File: config.mk
export PLATFORM = sky130hd
export DESIGN_NAME = bic_ctrl
export DESIGN_NICKNAME = d
export VERILOG_FILES = /design/src/rtl/bic_pkg.sv /design/src/rtl/bic_edge_capture.sv /design/src/rtl/bic_lowest_set.sv /design/src/rtl/bic_bank.sv /design/src/rtl/bic_ctrl.sv
export SDC_FILE = /design/constraint.sdc
export NUM_CORES = 1
export LEC_CHECK = 0
export CAP_MARGIN = 20
export CELL_PAD_IN_SITES_DETAIL_PLACEMENT = 1
export CELL_PAD_IN_SITES_GLOBAL_PLACEMENT = 1
export CORE_ASPECT_RATIO = 1.25
export CORE_MARGIN = 3
export CORE_UTILIZATION = 50
export DETAILED_ROUTE_END_ITERATION = 10
export DONT_BUFFER_PORTS = 1
export MAX_ROUTING_LAYER = met4
export PLACE_DENSITY_LB_ADDON = 0.1
export SYNTH_ARGS = -nofsm -noshare
export SYNTH_HDL_FRONTEND = slang
export SYNTH_SLANG_ARGS = --single-unit
export TNS_END_PERCENT = 100
File: constraint.sdc
create_clock -name clk -period 2.1 [get_ports clk]
set_input_delay 0.21 -clock clk [delete_from_list [all_inputs] [get_ports clk]]
set_output_delay 0.21 -clock clk [all_outputs]
set_load 0.05 [all_outputs]
File: src/rtl/bic_pkg.sv
package bic_pkg;

  localparam int NBANK = 2;
  localparam int BUS_W = 32;

  // Register offsets inside one bank (byte addresses)
  localparam logic [7:0] OFS_MASKED = 8'h00;
  localparam logic [7:0] OFS_RAW    = 8'h04;
  localparam logic [7:0] OFS_EN_SET = 8'h08;
  localparam logic [7:0] OFS_EN_CLR = 8'h0C;
  localparam logic [7:0] OFS_NUM    = 8'h24;

  typedef enum logic [2:0] {
    REG_MASKED,
    REG_RAW,
    REG_EN_SET,
    REG_EN_CLR,
    REG_NUM,
    REG_NONE
  } reg_sel_e;

  function automatic reg_sel_e decode_ofs(input logic [7:0] ofs);
    case (ofs)
      OFS_MASKED: decode_ofs = REG_MASKED;
      OFS_RAW:    decode_ofs = REG_RAW;
      OFS_EN_SET: decode_ofs = REG_EN_SET;
      OFS_EN_CLR: decode_ofs = REG_EN_CLR;
      OFS_NUM:    decode_ofs = REG_NUM;
      default:    decode_ofs = REG_NONE;
    endcase
  endfunction

endpackage

File: src/rtl/bic_edge_capture.sv
module bic_edge_capture #(
  parameter int N = 32
) (
  input  logic         clk,
  input  logic         rst_n,
  input  logic [N-1:0] src_i,
  output logic [N-1:0] rise_o
);

  logic [N-1:0] prev_q;

  always_ff @(posedge clk or negedge rst_n) begin
    if (!rst_n) prev_q <= '0;
    else        prev_q <= src_i;
  end

  assign rise_o = src_i & ~prev_q;

endmodule

File: src/rtl/bic_lowest_set.sv
module bic_lowest_set #(
  parameter int N     = 32,
  parameter int IDX_W = $clog2(N + 1)
) (
  input  logic [N-1:0]     vec_i,
  output logic [IDX_W-1:0] idx_o
);

  // Scan from the top so the lowest set bit is assigned last
  always_comb begin
    idx_o = IDX_W'(N);
    for (int i = N - 1; i >= 0; i--) begin
      if (vec_i[i]) idx_o = IDX_W'(i);
    end
  end

endmodule

File: src/rtl/bic_bank.sv
module bic_bank #(
  parameter int N     = 32,
  parameter int IDX_W = $clog2(N + 1)
) (
  input  logic             clk,
  input  logic             rst_n,
  input  logic [N-1:0]     rise_i,
  input  logic             ack_we_i,
  input  logic             set_we_i,
  input  logic             clr_we_i,
  input  logic [N-1:0]     wdata_i,
  output logic [N-1:0]     raw_o,
  output logic [N-1:0]     en_o,
  output logic [N-1:0]     masked_o,
  output logic [IDX_W-1:0] num_o,
  output logic             req_o
);

  localparam logic [IDX_W-1:0] NONE = IDX_W'(N);

  logic [N-1:0] raw_q, raw_d, en_q, en_d;
  logic         raw_ce, en_ce;

  // Next state: a new edge wins over an acknowledge of the same bit
  always_comb begin
    raw_ce = ack_we_i | (|rise_i);
    raw_d  = ack_we_i ? ((raw_q & ~wdata_i) | rise_i) : (raw_q | rise_i);
    en_ce  = set_we_i | clr_we_i;
    en_d   = en_q;
    if (set_we_i) en_d = en_q | wdata_i;
    if (clr_we_i) en_d = en_q & ~wdata_i;
  end

  always_ff @(posedge clk or negedge rst_n) begin
    if (!rst_n) begin
      raw_q <= '0;
      en_q  <= '0;
    end else begin
      if (raw_ce) raw_q <= raw_d;
      if (en_ce)  en_q  <= en_d;
    end
  end

  assign raw_o    = raw_q;
  assign en_o     = en_q;
  assign masked_o = raw_q & en_q;
  assign req_o    = |masked_o;

  bic_lowest_set #(.N(N), .IDX_W(IDX_W)) u_lowest (
    .vec_i (masked_o),
    .idx_o (num_o)
  );

  p_edge_sets_r1: assert property (@(posedge clk) disable iff (!rst_n)
    (|rise_i) |=> ((raw_q & $past(rise_i)) == $past(rise_i)));

  p_ack_clears_r2: assert property (@(posedge clk) disable iff (!rst_n)
    ack_we_i |=> ((raw_q & $past(wdata_i & ~rise_i)) == '0));

  p_edge_beats_ack_r3: assert property (@(posedge clk) disable iff (!rst_n)
    (ack_we_i && ((wdata_i & rise_i) != '0)) |=>
      ((raw_q & $past(wdata_i & rise_i)) == $past(wdata_i & rise_i)));

  p_set_en_r4: assert property (@(posedge clk) disable iff (!rst_n)
    set_we_i |=> ((en_q & $past(wdata_i)) == $past(wdata_i)));

  p_clr_en_r5: assert property (@(posedge clk) disable iff (!rst_n)
    clr_we_i |=> ((en_q & $past(wdata_i)) == '0));

  p_num_lowest_r7: assert property (@(posedge clk) disable iff (!rst_n)
    req_o |-> ((num_o < NONE) && (((masked_o >> num_o) & N'(1)) != '0)));

  p_num_none_r7: assert property (@(posedge clk) disable iff (!rst_n)
    !req_o |-> (num_o == NONE));

endmodule

File: src/rtl/bic_ctrl.sv
module bic_ctrl
  import bic_pkg::*;
#(
  parameter int NUM_SRC = 32,
  parameter int ADDR_W  = 12
) (
  input  logic               clk,
  input  logic               rst_n,
  input  logic [NUM_SRC-1:0] src_i,
  input  logic [ADDR_W-1:0]  bus_addr,
  input  logic               bus_wr,
  input  logic               bus_rd,
  input  logic [BUS_W-1:0]   bus_wdata,
  output logic [BUS_W-1:0]   bus_rdata,
  output logic               irq_o,
  output logic               fiq_o
);

  localparam int IDX_W = $clog2(NUM_SRC + 1);

  logic [NUM_SRC-1:0] rise;
  logic [NUM_SRC-1:0] raw_w    [NBANK];
  logic [NUM_SRC-1:0] en_w     [NBANK];
  logic [NUM_SRC-1:0] masked_w [NBANK];
  logic [IDX_W-1:0]   num_w    [NBANK];
  logic [NBANK-1:0]   req_w;

  reg_sel_e   sel;
  logic       bank;
  logic       mapped;
  logic [BUS_W-1:0] rd_val, rdata_q;

  // Address decode: bit 8 picks the bank, bits above 8 must be zero
  always_comb begin
    sel    = decode_ofs(bus_addr[7:0]);
    bank   = bus_addr[8];
    mapped = (bus_addr[ADDR_W-1:9] == '0) && (sel != REG_NONE);
  end

  bic_edge_capture #(.N(NUM_SRC)) u_edge (
    .clk    (clk),
    .rst_n  (rst_n),
    .src_i  (src_i),
    .rise_o (rise)
  );

  for (genvar b = 0; b < NBANK; b++) begin : g_bank
    logic hit;
    assign hit = bus_wr && mapped && (bank == 1'(b));

    bic_bank #(.N(NUM_SRC), .IDX_W(IDX_W)) u_bank (
      .clk      (clk),
      .rst_n    (rst_n),
      .rise_i   (rise),
      .ack_we_i (hit && (sel == REG_RAW)),
      .set_we_i (hit && (sel == REG_EN_SET)),
      .clr_we_i (hit && (sel == REG_EN_CLR)),
      .wdata_i  (bus_wdata[NUM_SRC-1:0]),
      .raw_o    (raw_w[b]),
      .en_o     (en_w[b]),
      .masked_o (masked_w[b]),
      .num_o    (num_w[b]),
      .req_o    (req_w[b])
    );
  end

  always_comb begin
    rd_val = '0;
    if (mapped) begin
      case (sel)
        REG_MASKED: rd_val = BUS_W'(masked_w[bank]);
        REG_RAW:    rd_val = BUS_W'(raw_w[bank]);
        REG_EN_SET,
        REG_EN_CLR: rd_val = BUS_W'(en_w[bank]);
        REG_NUM:    rd_val = BUS_W'(num_w[bank]);
        default:    rd_val = '0;
      endcase
    end
  end

  always_ff @(posedge clk or negedge rst_n) begin
    if (!rst_n)      rdata_q <= '0;
    else if (bus_rd) rdata_q <= rd_val;
  end

  assign bus_rdata = rdata_q;
  assign irq_o     = req_w[0];
  assign fiq_o     = req_w[1];

  p_unmapped_zero_r9: assert property (@(posedge clk) disable iff (!rst_n)
    (bus_rd && !mapped) |=> (bus_rdata == '0));

  p_rdata_hold_r11: assert property (@(posedge clk) disable iff (!rst_n)
    !bus_rd |=> $stable(bus_rdata));

endmodule

==> impl.org <==
** Outcome
- Outcome :: finished, violations left
- The final reports fail on hold timing, setup timing.

** Finish
- The multi-input combinational cells in the finished layout cover a total of 0.00455 mm^2.
- Relative to the synthesized area, the layout overhead comes to 20.7%.
- Fraction of final layout cells sized beyond drive strength 1 :: 15.3%
- 0 antenna diodes ended up in the layout.
- After filler insertion, the fill cell instance count of the layout stands at 1941.
- Area taken by flip-flops and latches :: 0.00481 mm^2
- The net count of the finished layout is 1104.

** GRT
- GRT Overall Usage :: 31.9%
- Pin count of the biggest net entering global routing :: 193
- The first global-routing pass estimated 50300 um of wire.
- Number of global-route vias before repair :: 9044
- Grt ovf :: 0
- The number of antenna violations at the first check in global routing was 0.

** Yosys
- The synthesized design contains 192 register bits.
- Library cell with the largest summed area after synthesis :: sky130_fd_sc_hd__dfrtp_1
- By area, the combinational part of the netlist is dominated by compound AO/OA/AOI/OAI gates.
- Post-Syn Area :: 0.00948 mm^2
- In the synthesized netlist the async set-or-reset flop fraction comes to 100%.
- For this run, the register share of the synthesized area comes to 50.7%.
- Number of synthesized flops with an enable pin :: 0
- Each instance of the synthesized netlist takes up on average 10.0 um^2.
- Leading cell types by total area after synthesis :: sky130_fd_sc_hd__dfrtp_1 51%, sky130_fd_sc_hd__nand2_1 5.5%, sky130_fd_sc_hd__a21o_1 5.1%
- After Yosys synthesis, XOR and XNOR cells account for 0% of the synthesized area.
- Total nets after synthesis :: 1024
- Of the total synthesized cell area, the portion taken by AND, OR, NAND and NOR gates is 15.3%.
- After synthesis, the share of cell area in mux cells is 8.13%.
- Post-synthesis instance total :: 944
- Fraction of the mapped netlist area in compound gates :: 22.0%
- Yosys synthesis warning count :: 0
- Count of different cell masters after synthesis :: 55
- Area share of fa/ha/maj cells after synthesis :: 0%
- The synthesized design devotes to its leading area cell type 50.7% of total area.
- Most common flop cell mapped by yosys :: sky130_fd_sc_hd__dfrtp_1

** Floorplanning
- In this run the vertical extent of the chip is 160 um.
- In this run the horizontal extent of the chip is 129 um.
- Effective utilization at floorplan :: 51.6%
- The region available for standard cell placement spans 0.0184 mm^2.
- The die covers 0.0207 mm^2.
- Std-Cell Rows :: 55
- In this run the count of I/O pins placed on the die edge is 114.

** Place
- OpenSTA, run right after detailed placement, puts the worst setup slack at 14.1 ps.
- At the end of routability-driven placement, the weighted congestion stood at 0.929.
- Buffers added on ports :: 0
- Final HPWL DP :: 20100 um

** Timing
- The final number of max-transition violations came to 0.
- Setup repair after global routing missed its margin :: true
- Tightest Pin Transition :: 711 ps
- Minimum period implied by the final worst setup slack :: 2150 ps
- Fin Clk Skew :: 8.78 ps
- Final worst hold slack :: -531 ps
- Final cycle utilization of the critical path :: 102%
- Setup violations remaining at the end of the flow were counted as 2.
- The number of endpoints with negative hold slack in the final report came to 192.
- Headroom to the max-slew limit came out at 52.5%.
- Achievable Freq :: 0.465 GHz
- Once routing completed, OpenROAD measured the worst setup slack at -52.0 ps.

** Run
- Count of maximum capacitance violations :: 0

** Drt
- Drt drc :: 0
- Count of vias placed by the detailed router :: 8340
- Iteration count of the initial detailed-routing pass :: 5
- In the final routed layout, each cell accounts on average for 25.0 um.
- Drt total wl :: 31500 um
- Count of antenna-violating nets left after detailed routing :: 0
- In the routed layout, each cell is associated on average with a via count of 6.60.
- In this run, the number of DRC markers left after iteration 0 of detailed routing was 625.

** Clock tree
- The root buffer cell chosen for the clock tree is sky130_fd_sc_hd__clkbuf_16.
- CTS tree :: built
- Hold-fix buffers at CTS :: 66
- After clock tree synthesis, the clock-pin slew on the worst setup and hold paths is 70 ps.
- Worst-skew pair later-pin latency :: 430 ps
- In this run the deepest clock path goes through 2 buffers.
- Clock sink count :: 192
- Number of buffers created by CTS :: 17
- H-Tree Level Count :: 4

** Power
- Power density cells :: 638 mW/mm^2
- After layout, the design draws a total of 7.30 mW.
- Static leakage :: 4.56 nW
- VDD sags by at most 0.527 mV.

** Worst setup path
- The endpoint identified for the worst register-to-register timing path is bus_rdata[0].
- STA classifies the critical path endpoint as a primary output.
- Critical path start-end classification :: register to primary output
- Following the worst setup path forward leads to its endpoint at irq_o.
- Number of cells on the worst reg-to-reg path :: 8
- Req. time, crit path :: 1890 ps
- Across all register-to-register paths, the minimum setup slack is 140 ps.
- Critical path launch point type :: register
- Of all nets on the critical path, the largest fanout is 3.
- For the worst setup path, the data arrival time is 1940 ps.

** Hold path
- Worst min-delay path category :: input port to async pin
layout by cell type, fill, tap and decap left out, drive strengths merged, types with 4 or more instances in the layout:
cell / count
nand3: 35
o221ai: 27
a21oi: 16
a32o: 7
nor3: 12
nor2b: 35
mux2i: 5
a31oi: 5
clkbuf: 18
dlygate4sd3: 65
buf: 53
o22ai: 29
nor2: 18
a22oi: 9
clkinv: 4
dfrtp: 192
a211oi: 4
nand4: 37
a32oi: 6
a21o: 65
a22o: 30
nor4: 7
o211ai: 8
nand2: 140
o21ai: 66
mux2: 64
inv: 38
and2: 5
metal layers:
metal  part of all wire [%]  vias to the layer above  wire length (um)  global-route usage, %
met3                    4.3                       76              1340                   3.35
li1                       -                     3668                 -                      -
met5                      0                        -                 0                      -
met4                    2.7                        0               843                   11.2
met1                     40                     4327             12800                   39.3
met2                     53                      269             16600                   54.3
stage by stage:
step / TNS, ps / util [%] / cell area, um^2 / instances
2_1_floorplan: 0 / - / 9520 / 944
3_3_place_gp: 0 / 53.4 / 9820 / 1143
3_5_place_dp: 0 / 53.4 / 9820 / 1143
4_1_cts: -84.5 / 62.0 / 11400 / 1260
5_1_grt: -293 / 62.3 / 11400 / 1263
6_report: -99.7 / 62.3 / 11400 / 1263
critical path, cell delays in order, from the launching register on:
cell,delay (ps)
sky130_fd_sc_hd__dfrtp_1,420
sky130_fd_sc_hd__a22o_4,300
sky130_fd_sc_hd__nor4b_4,320
sky130_fd_sc_hd__nand4b_1,240
sky130_fd_sc_hd__buf_6,230
power by group:
part / switching [mW] / internal (mW) / leakage (nW)
Clock: 1.46 / 1.76 / 0.279
Sequential: 0.0114 / 3.73 / 2.27
Combinational: 0.182 / 0.160 / 2.00
Total: 1.66 / 5.64 / 4.56
synthesized netlist by cell type, drive strengths merged, types with 2 or more instances:
| cell type | number |
|---|---|
| dfrtp | 192 |
| nand2b | 2 |
| a2111oi | 2 |
| o2111ai | 3 |
| a22oi | 9 |
| nand2 | 140 |
| mux2i | 5 |
| o221ai | 27 |
| a32o | 7 |
| a32oi | 6 |
| and2 | 5 |
| inv | 33 |
| a22o | 30 |
| a31oi | 5 |
| o22ai | 29 |
| o211ai | 8 |
| a222oi | 3 |
| a21o | 65 |
| nand4b | 2 |
| nor2 | 18 |
| nor2b | 35 |
| nor4 | 7 |
| mux2 | 64 |
| or2 | 2 |
| o31ai | 3 |
| nand3 | 35 |
| clkbuf | 34 |
| buf | 23 |
| o21ai | 66 |
| a211oi | 4 |
| a311oi | 2 |
| a21oi | 16 |
| nor3 | 12 |
| nand4 | 37 |
cells by family after synthesis:
kind of cell / after synthesis
compound gates: 294
buf+inv: 90
simple gates: 299
mux: 69
flops: 192
worst min path at each step:
stage / from / to / slack (ps) / depth (start not counted)
3_3_place_gp: rst_n / u_edge.prev_q[9] / -80 / 0
5_1_grt: rst_n / g_bank[0].u_bank.raw_o[9] / -550 / 0
6_report: rst_n / g_bank[0].u_bank.raw_o[9] / -530 / 0
2_1_floorplan: rst_n / async pin / -90 / 0
3_5_place_dp: rst_n / async pin / -80 / 0
4_1_cts: rst_n / async pin / -550 / 0
timing repair:
action                                  4_1_cts  5_1_grt
endpoints found under the setup margin        2        4
buffers inserted                             21        3
resized for setup                            34        8
hold endpoints to repair                    361      192
pin swaps                                    13        4
cell type report:
class	instances	area share, %
clock buffers	18	3.75
clock inverters	12	1.17
inverters	33	1.08
multi-input cells	662	39.8
flip-flops and latches	192	42.1
well taps	228	2.49
repair buffers	118	9.67
(Power assumes the default switching activity.)
